--- config.mk ---
export PLATFORM = sky130hd
export DESIGN_NAME = uart_bus_slave
export DESIGN_NICKNAME = d
export VERILOG_FILES = /design/src/rtl/ser_pkg.sv /design/src/rtl/baud_tick.sv /design/src/rtl/ser_tx.sv /design/src/rtl/ser_rx.sv /design/src/rtl/uart_bus_slave.sv
export SDC_FILE = /design/constraint.sdc
export NUM_CORES = 1
export LEC_CHECK = 0
export CAP_MARGIN = 20
export CELL_PAD_IN_SITES_DETAIL_PLACEMENT = 0
export CELL_PAD_IN_SITES_GLOBAL_PLACEMENT = 2
export CORE_ASPECT_RATIO = 1.2
export CORE_MARGIN = 8
export CORE_UTILIZATION = 41
export CTS_BUF_LIST = sky130_fd_sc_hd__clkbuf_16
export CTS_CLUSTER_DIAMETER = 150
export CTS_CLUSTER_SIZE = 10
export DETAILED_ROUTE_END_ITERATION = 8
export GPL_TIMING_DRIVEN = 0
export HOLD_SLACK_MARGIN = 0.15
export PLACE_DENSITY_LB_ADDON = 0.1
export RECOVER_POWER = 100
export SLEW_MARGIN = 15
export SYNTH_ARGS = -nofsm -noshare
export SYNTH_HDL_FRONTEND = slang
export SYNTH_SLANG_ARGS = --single-unit
--- constraint.sdc ---
create_clock -name clk_i -period 2.8 [get_ports clk_i]
set_input_delay 0.56 -clock clk_i [delete_from_list [all_inputs] [get_ports clk_i]]
set_output_delay 0.56 -clock clk_i [all_outputs]
set_load 0.03 [all_outputs]
--- src/rtl/ser_pkg.sv ---
package ser_pkg;
  localparam int unsigned OVS = 16;  // oversampling ticks per bit

  localparam logic [1:0] ADDR_DATA = 2'd0;
  localparam logic [1:0] ADDR_STAT = 2'd1;

  typedef enum logic [1:0] {
    RX_IDLE,
    RX_START,
    RX_DATA,
    RX_STOP
  } rx_state_e;
endpackage

--- src/rtl/baud_tick.sv ---
module baud_tick #(
  parameter int unsigned DIV = 4
) (
  input  logic clk_i,
  input  logic rst_ni,
  output logic tick_o
);
  generate
    if (DIV > 1) begin : g_cnt
      localparam int unsigned CW = $clog2(DIV);
      logic [CW-1:0] cnt_q;
      always_ff @(posedge clk_i or negedge rst_ni) begin
        if (!rst_ni) begin
          cnt_q  <= '0;
          tick_o <= 1'b0;
        end else if (cnt_q == CW'(DIV - 1)) begin
          cnt_q  <= '0;
          tick_o <= 1'b1;
        end else begin
          cnt_q  <= cnt_q + 1'b1;
          tick_o <= 1'b0;
        end
      end

      a_r6_tick_spaced: assert property (@(posedge clk_i) disable iff (!rst_ni)
        tick_o |=> !tick_o);
    end else begin : g_pass
      assign tick_o = rst_ni;
    end
  endgenerate
endmodule

--- src/rtl/ser_tx.sv ---
module ser_tx #(
  parameter int unsigned DW       = 8,
  parameter int unsigned BIT_CLKS = 64
) (
  input  logic          clk_i,
  input  logic          rst_ni,
  input  logic          load_i,
  input  logic [DW-1:0] data_i,
  output logic          busy_o,
  output logic          txd_o
);
  localparam int unsigned CW = $clog2(BIT_CLKS);
  localparam int unsigned BW = $clog2(DW + 2);

  logic [CW-1:0] cnt_q;
  logic [BW-1:0] bitn_q;
  logic [DW:0]   sh_q;   // data bits then stop bit
  logic          busy_q;
  logic          txd_q;

  always_ff @(posedge clk_i or negedge rst_ni) begin
    if (!rst_ni) begin
      busy_q <= 1'b0;
      txd_q  <= 1'b1;
      cnt_q  <= '0;
      bitn_q <= '0;
      sh_q   <= '0;
    end else if (load_i && !busy_q) begin
      busy_q <= 1'b1;
      txd_q  <= 1'b0;
      sh_q   <= {1'b1, data_i};
      cnt_q  <= '0;
      bitn_q <= '0;
    end else if (busy_q) begin
      if (cnt_q == CW'(BIT_CLKS - 1)) begin
        cnt_q <= '0;
        if (bitn_q == BW'(DW + 1)) begin
          busy_q <= 1'b0;
          txd_q  <= 1'b1;
        end else begin
          txd_q  <= sh_q[0];
          sh_q   <= {1'b0, sh_q[DW:1]};
          bitn_q <= bitn_q + 1'b1;
        end
      end else begin
        cnt_q <= cnt_q + 1'b1;
      end
    end
  end

  assign busy_o = busy_q;
  assign txd_o  = txd_q;

  a_r1_idle_line_high: assert property (@(posedge clk_i) disable iff (!rst_ni)
    !busy_q |-> txd_q);
  a_r1_load_starts_low: assert property (@(posedge clk_i) disable iff (!rst_ni)
    (load_i && !busy_q) |=> (busy_q && !txd_q));
  a_r3_busy_no_restart: assert property (@(posedge clk_i) disable iff (!rst_ni)
    (busy_q && load_i && cnt_q != CW'(BIT_CLKS - 1)) |=> $stable(txd_q));
endmodule

--- src/rtl/ser_rx.sv ---
module ser_rx
  import ser_pkg::*;
#(
  parameter int unsigned DW = 8
) (
  input  logic          clk_i,
  input  logic          rst_ni,
  input  logic          tick_i,
  input  logic          rxd_i,
  output logic          done_o,
  output logic [DW-1:0] data_o
);
  localparam int unsigned TW = $clog2(OVS);
  localparam int unsigned BW = $clog2(DW);

  logic [1:0]    sync_q;
  logic          rxs;
  rx_state_e     state_q;
  logic [TW-1:0] tcnt_q;
  logic [BW-1:0] bitn_q;
  logic [DW-1:0] sh_q;
  logic [DW-1:0] data_q;
  logic          done_q;

  assign rxs = sync_q[1];

  always_ff @(posedge clk_i or negedge rst_ni) begin
    if (!rst_ni) sync_q <= 2'b11;
    else         sync_q <= {sync_q[0], rxd_i};
  end

  always_ff @(posedge clk_i or negedge rst_ni) begin
    if (!rst_ni) begin
      state_q <= RX_IDLE;
      tcnt_q  <= '0;
      bitn_q  <= '0;
      sh_q    <= '0;
      data_q  <= '0;
      done_q  <= 1'b0;
    end else begin
      done_q <= 1'b0;
      if (tick_i) begin
        unique case (state_q)
          RX_IDLE: if (!rxs) begin
            state_q <= RX_START;
            tcnt_q  <= '0;
          end
          RX_START: begin
            if (tcnt_q == TW'(OVS / 2 - 1)) begin
              tcnt_q <= '0;
              bitn_q <= '0;
              state_q <= rxs ? RX_IDLE : RX_DATA;  // high at centre: glitch
            end else begin
              tcnt_q <= tcnt_q + 1'b1;
            end
          end
          RX_DATA: begin
            if (tcnt_q == TW'(OVS - 1)) begin
              tcnt_q <= '0;
              sh_q   <= {rxs, sh_q[DW-1:1]};
              if (bitn_q == BW'(DW - 1)) state_q <= RX_STOP;
              else                       bitn_q  <= bitn_q + 1'b1;
            end else begin
              tcnt_q <= tcnt_q + 1'b1;
            end
          end
          RX_STOP: begin
            if (tcnt_q == TW'(OVS - 1)) begin
              tcnt_q  <= '0;
              state_q <= RX_IDLE;
              if (rxs) begin
                done_q <= 1'b1;
                data_q <= sh_q;
              end
            end else begin
              tcnt_q <= tcnt_q + 1'b1;
            end
          end
          default: state_q <= RX_IDLE;
        endcase
      end
    end
  end

  assign done_o = done_q;
  assign data_o = data_q;

  a_r7_done_needs_stop_high: assert property (@(posedge clk_i) disable iff (!rst_ni)
    done_q |-> $past(rxs));
  a_r6_done_from_stop: assert property (@(posedge clk_i) disable iff (!rst_ni)
    done_q |-> $past(state_q == RX_STOP));
endmodule

--- src/rtl/uart_bus_slave.sv ---
module uart_bus_slave
  import ser_pkg::*;
#(
  parameter int unsigned CLK_PER_TICK = 4
) (
  input  logic       clk_i,
  input  logic       rst_ni,
  input  logic       stb_i,
  input  logic       we_i,
  input  logic [1:0] addr_i,
  input  logic [7:0] wdata_i,
  output logic [7:0] rdata_o,
  output logic       ack_o,
  output logic       txd_o,
  input  logic       rxd_i,
  output logic       tx_irq_o,
  output logic       rx_irq_o
);
  localparam int unsigned DW       = 8;
  localparam int unsigned BIT_CLKS = OVS * CLK_PER_TICK;

  logic          ack_q;
  logic [DW-1:0] rdata_q;
  logic          acc, wr, rd;
  logic          tx_load, tx_busy;
  logic          tick;
  logic          rx_done;
  logic [DW-1:0] rx_data;
  logic          rx_rdy_q, ovr_q;
  logic          rd_data, rd_stat;
  logic [DW-1:0] rd_mux;

  assign acc     = stb_i && !ack_q;
  assign wr      = acc && we_i;
  assign rd      = acc && !we_i;
  assign tx_load = wr && (addr_i == ADDR_DATA);
  assign rd_data = rd && (addr_i == ADDR_DATA);
  assign rd_stat = rd && (addr_i == ADDR_STAT);

  baud_tick #(.DIV(CLK_PER_TICK)) u_tick (
    .clk_i  (clk_i),
    .rst_ni (rst_ni),
    .tick_o (tick)
  );

  ser_tx #(.DW(DW), .BIT_CLKS(BIT_CLKS)) u_tx (
    .clk_i  (clk_i),
    .rst_ni (rst_ni),
    .load_i (tx_load),
    .data_i (wdata_i),
    .busy_o (tx_busy),
    .txd_o  (txd_o)
  );

  ser_rx #(.DW(DW)) u_rx (
    .clk_i  (clk_i),
    .rst_ni (rst_ni),
    .tick_i (tick),
    .rxd_i  (rxd_i),
    .done_o (rx_done),
    .data_o (rx_data)
  );

  always_comb begin
    unique case (addr_i)
      ADDR_DATA: rd_mux = rx_data;
      ADDR_STAT: rd_mux = {5'b0, ovr_q, !tx_busy, rx_rdy_q};
      default:   rd_mux = '0;
    endcase
  end

  always_ff @(posedge clk_i or negedge rst_ni) begin
    if (!rst_ni) begin
      ack_q    <= 1'b0;
      rdata_q  <= '0;
      rx_rdy_q <= 1'b0;
      ovr_q    <= 1'b0;
    end else begin
      ack_q   <= acc;
      rdata_q <= rd ? rd_mux : '0;
      if (rx_done)      rx_rdy_q <= 1'b1;
      else if (rd_data) rx_rdy_q <= 1'b0;
      if (rx_done && rx_rdy_q && !rd_data) ovr_q <= 1'b1;
      else if (rd_stat)                    ovr_q <= 1'b0;
    end
  end

  assign ack_o    = ack_q;
  assign rdata_o  = rdata_q;
  assign tx_irq_o = !tx_busy;
  assign rx_irq_o = rx_rdy_q;

  a_r9_ack_after_stb: assert property (@(posedge clk_i) disable iff (!rst_ni)
    ack_o |-> $past(stb_i));
  a_r9_ack_single: assert property (@(posedge clk_i) disable iff (!rst_ni)
    ack_o |=> !ack_o);
  a_r2_irq_drops_on_load: assert property (@(posedge clk_i) disable iff (!rst_ni)
    (tx_load && tx_irq_o) |=> !tx_irq_o);
  a_r4_irq_from_frame: assert property (@(posedge clk_i) disable iff (!rst_ni)
    $rose(rx_irq_o) |-> $past(rx_done));
  a_r5_read_clears_irq: assert property (@(posedge clk_i) disable iff (!rst_ni)
    (rd_data && !rx_done) |=> !rx_irq_o);
  a_r8_overrun_cause: assert property (@(posedge clk_i) disable iff (!rst_ni)
    $rose(ovr_q) |-> $past(rx_done && rx_irq_o));
endmodule

**Word level (Yosys, flattened, before mapping)**

Cells that the tools add are included.

- Add/sub/neg operators: 5
- Equality and inequality tests: 17
- Mux-type cells: 46
- Reductions and logical operators: 28

Operators by type and width:

| cell | number |
|---|---|
| $mux 9 | 4 |
| $mux 4 | 7 |
| $mux 6 | 3 |
| $mux 1 | 17 |
| $pmux 8 s2 | 1 |
| $mux 2 | 7 |
| $pmux 4 s3 | 1 |
| $ne 2x1->1 const B | 5 |
| $reduce_bool 2->1 | 5 |
| $logic_and 1x1->1 | 9 |
| $mux 3 | 3 |
| $add 4x1->4 const B | 2 |
| $eq 4x4->1 const B | 2 |
| $mux 8 | 1 |
| $pmux 2 s4 | 1 |
| $add 6x1->6 const B | 1 |
| $eq 2x2->1 const B | 3 |
| $eq 6x6->1 const B | 1 |
| $pmux 3 s2 | 1 |
| $reduce_and 3->1 | 2 |
| $reduce_and 6->1 | 1 |
| $reduce_and 5->1 | 1 |
| $eq 2x1->1 const B | 2 |
| $eq 4x3->1 const B | 1 |
| other kinds (9) | 15 |

- Bits in registers: 63
- Output and inout bits: 12

**Logic depth before layout (Yosys ltp)**

- Word-level depth: 7
- Mapped depth: 7
- Gate-level depth less buffers: 6

**Cells and area by module**

Synthesis repeated with hierarchy kept, for this count alone.

- Cells, all modules: 231
- Area total of the unflattened synthesis: 2768.9 µm²

Modules (own cells, without submodules):

| module | times used | cells an instance | area each (µm²) | sequential area each (µm²) |
|---|---|---|---|---|
| ser_rx | 1 | 87 | 1203.7 | 703.2 |
| ser_tx | 1 | 108 | 1051.0 | 526.8 |
| uart_bus_slave | 1 | 31 | 422.9 | 275.3 |
| baud_tick | 1 | 5 | 91.3 | 75.1 |

**Worst setup path before layout**

No wires, ideal clock.

- Kind: register to register
- Start: register u_tx.bitn_q[0]
- End: register u_tx.sh_q[1]
- Library setup time: 0.126 ns
- Arrival time: 1.696 ns
- Required time: 2.674 ns
- Slack: 0.978 ns
- Cell stages (with the launch flop): 7
- Path buffers: 1
- Period minus slack after synthesis: 1.822 ns
- Path through: dfrtp_1 -> ha_1 -> and3b_4 -> or3_4 -> buf_6 -> and3_1 -> a221o_1

- Cells in the longest elaborated chain, start to end: 3

RTL lines:

| element | RTL line | RTL |
|---|---|---|
| start: declaration | ser_tx.sv:16 | `logic [BW-1:0] bitn_q;` |
| start signal: assignment | ser_tx.sv:43 | `bitn_q <= bitn_q + 1'b1;` |
| $eq 4x4->1 | ser_tx.sv:37 | `if (bitn_q == BW'(DW + 1)) begin` |
| $ne 2x1->1 (no source line) | n/a |  |
| $reduce_and 3->1 (no source line) | n/a |  |
| end signal: assignment | ser_tx.sv:31 | `sh_q <= {1'b1, data_i};` |
| end signal: assignment | ser_tx.sv:42 | `sh_q <= {1'b0, sh_q[DW:1]};` |
| end: declaration | ser_tx.sv:17 | `logic [DW:0] sh_q;` |

No other way between the ends.
A chain may end at the register's enable or synchronous reset.

**Worst setup path in the final report**

- Start: register u_tx.busy_q (netlist: u_tx.busy_o)
- End: output port tx_irq_o

- Cells in the longest elaborated chain, start to end: 1

RTL lines:

| element | RTL line | RTL |
|---|---|---|
| start: declaration | ser_tx.sv:18 | `logic busy_q;` |
| start signal: assignment | ser_tx.sv:23 | `busy_q <= 1'b0;` |
| start signal: assignment | ser_tx.sv:29 | `busy_q <= 1'b1;` |
| start signal: assignment | ser_tx.sv:38 | `busy_q <= 1'b0;` |
| $logic_not 1->1 | uart_bus_slave.sv:90 | `assign tx_irq_o = !tx_busy;` |
| end: declaration | uart_bus_slave.sv:16 | `output logic tx_irq_o,` |

No other way between the ends.

==> results.json <==
{
  "clockBufferDepth": 2,
  "core_area_sq_mm": 0.00645,
  "synth_seq_area_share_pct": 57.8,
  "clk_pin_slew_ns": 0.05,
  "ant_nets": 0,
  "cts_setup_buffers": 0,
  "required_ns": 2.24,
  "area_delta_synth_final_pct": 25.7,
  "hold_buffers": 1,
  "r2r_start": "u_rx.tcnt_q[0]",
  "synthCells": 229,
  "leakagePower_uw": 0.00160,
  "gp_congestion": 0.692,
  "synth-compound-area-share_pct": 10.3,
  "insertion_delay_ns": 0.33,
  "synth_most_common_cell": "dfrtp_1",
  "diodes": 0,
  "worst_pin_slew_ns": 1.37,
  "min_period_ns": 2.25,
  "portBuffers": 26,
  "syn_area_per_cell_sq_um": 11.9,
  "syn_nets": 251,
  "synthMuxAreaShare_pct": 8.18,
  "drt_iter0_drc": 52,
  "synthTopCellsByCount": "dfrtp_1, nand2_1, mux2_2",
  "synth_xor_area_share_pct": 1.92,
  "timing.final.ws_setup_ns": 0.550,
  "peakVddDrop_mv": 0.416,
  "io_pins": 27,
  "synth-adder-area-share_pct": 3.20,
  "cts_max_level": 3,
  "ys_top_cells_by_area": "dfrtp_1, mux2_2, nand2_1",
  "ys_seq_elements": 63,
  "synthSimpleGateAreaFrac_pct": 16.6,
  "ys.flop_type": "dfrtp_1",
  "cts_buffers": 9,
  "root_buffer": "clkbuf_16",
  "dp_slack_ns": 0.456,
  "finalSetupViolCount": 0,
  "dieArea_sq_mm": 0.00955,
  "synth_area_sq_mm": 0.00274,
  "vias": 1854,
  "cts.sinks": 63,
  "synth_top_area_share_pct": 54.9,
  "holdCritStartpoint": "u_rx.sync_q[0]",
  "dr.pass1.iters": 5,
  "status": "complete, no violations",
  "slew_viol_final": 0,
  "crit_start": "u_tx.busy_o",
  "grt_usage_pct": 11.9,
  "dp.cells": 342,
  "drive_gt1_share_pct": 16.8,
  "fmax_mhz": 444,
  "gr-total-overflow": 0,
  "antenna_found_initial": 0,
  "die_w_um": 90.6,
  "cts_tree": "built",
  "drc": 0,
  "dp_hpwl_um": 3530,
  "ys_warn_count": 0,
  "ctsResizeCount": 0,
  "layoutNonFillerInstCount": 359,
  "rsz0062_at_grt": "no",
  "critical_path.max_fanout": 7,
  "maxCapViolCount": 0,
  "end_kind": "output pin",
  "rows": 32,
  "powerDensity_mw_per_mm2": 841,
  "period_share_pct": 80.3,
  "hold_viol": 0,
  "wirelength_um": 5190,
  "synth_top_family_by_area": "simple AND/OR/NAND/NOR gates",
  "grt_pass1_vias": 1878,
  "grt_first_pass_wirelength_um": 9110,
  "initial_utilization_pct": 42.4,
  "relSlewSlack_pct": 8.58,
  "arrival_ns": 1.69,
  "wire_per_inst_um": 14.5,
  "cp-start-kind": "flop",
  "synth_top_cell_by_area": "dfrtp_1",
  "async_flop_share_pct": 100,
  "nNetsFinal": 291,
  "avgViaCountPerCell": 5.16,
  "synth_edf_count": 0,
  "fill_cells": 584,
  "hold_class": "flop to flop",
  "clock_skew_ns": 0.00648,
  "grt_max_degree": 41,
  "dieHeight_um": 105,
  "crit_type": "flop to output pin",
  "yosysUniqueCellTypes": 44
}
power breakdown:
group / leakage, uW / internal [uW] / total [uW] / switching [uW]
registers: 0.000808 / 1070 / 1200 / 131
clock network: 0.000152 / 779 / 1190 / 406
logic: 0.000641 / 243 / 506 / 264
total: 0.00160 / 2090 / 2890 / 801
worst paths after layout:
| kind | endpoint | slack [ns] | cells past startpoint |
|---|---|---|---|
| max | tx_irq_o | 0.55 | 2 |
| min | u_rx.sync_q[1] | 0.36 | 0 |
| max reg2reg | u_rx.data_o[0] | 0.59 | 5 |
| min reg2reg | u_rx.sync_q[1] | 0.36 | 0 |
| max in group asynchronous | u_rx.sync_q[1] | 0.82 | 3 |
| min in group asynchronous | u_rx.tcnt_q[1] | 1.07 | 2 |
layout by cell type, fill, tap and decap left out, drive strengths merged, types with 5 or more instances in the layout:
| cell type | n |
|---|---|
| dfrtp | 60 |
| clkdlybuf4s50 | 11 |
| dlygate4sd3 | 15 |
| a221o | 6 |
| nand2 | 24 |
| mux2 | 19 |
| inv | 6 |
| clkbuf | 17 |
| nor2 | 14 |
| ha | 7 |
| nand3 | 7 |
| and2 | 5 |
| a21oi | 6 |
| a31oi | 6 |
| o21ai | 12 |
| and3 | 8 |
metrics by stage:
stage | hold WS [ns] | utilization [%] | power (uW) | instance area (sq um) | setup TNS (ns)
after floorplan | 0.264 | - | 1570 | 2740 | 0
after global placement | 0.359 | 48.1 | 1730 | 3100 | -56.28
after detailed placement | 0.357 | 48.5 | 1730 | 3130 | 0
after CTS | 0.362 | 53.6 | 2950 | 3460 | 0
after global routing | 0.365 | 53.4 | 3050 | 3440 | 0
final | 0.361 | 53.4 | 2890 | 3440 | 0
logic make-up after synthesis:
kind of cell             Yosys count
adder cells (fa/ha/maj)            7
AO/OA/AOI/OAI                     41
multiplexers                      20
AND/OR/NAND/NOR                   79
flip-flops                        63
buffers and inverters             13
XOR/XNOR                           6
cell type report:
type                            instances  area [sq um]  share of cell area (%)
Multi-Input combinational cell        153          1090                    31.6
Inverter                                6          22.5                   0.655
Clock buffer                            9           225                    6.55
Buffer                                  7          33.8                   0.982
Timing Repair Buffer                   29           288                    8.37
Clock inverter                          7          97.6                    2.84
Tap cell                               85           106                    3.09
Sequential cell                        63          1580                    45.9
layer usage:
layer / wire (um) / track usage (%) / vias to the layer above
met1: 2420 / 14.2 / 914
met4: 119 / 7.87 / 0
met2: 2480 / 18.3 / 25
met5: 0 / 0 / -
met3: 169 / 3.26 / 11
li1: - / - / 904
state kept, by name (all words and copies together) (netlist names), named ones only:
register and flops:
ack_o 1, ovr_q 1, rdata_o 8, rx_irq_o 1
u_rx.bitn_q 3, u_rx.data_o 8, u_rx.done_o 1, u_rx.sh_q 8
u_rx.state_q 1, u_rx.sync_q 2, u_rx.tcnt_q 4, u_tick.g_cnt.cnt_q 2
u_tick.tick_o 1, u_tx.bitn_q 4, u_tx.busy_o 1, u_tx.cnt_q 6
u_tx.sh_q 9, u_tx.txd_o 1
worst max-delay path, cell delays in order, from the launching register on:
cell           delay (ns)
dfrtp_1              0.46
inv_1                0.15
dlygate4sd3_1        0.76
(Power assumes the default switching activity.)
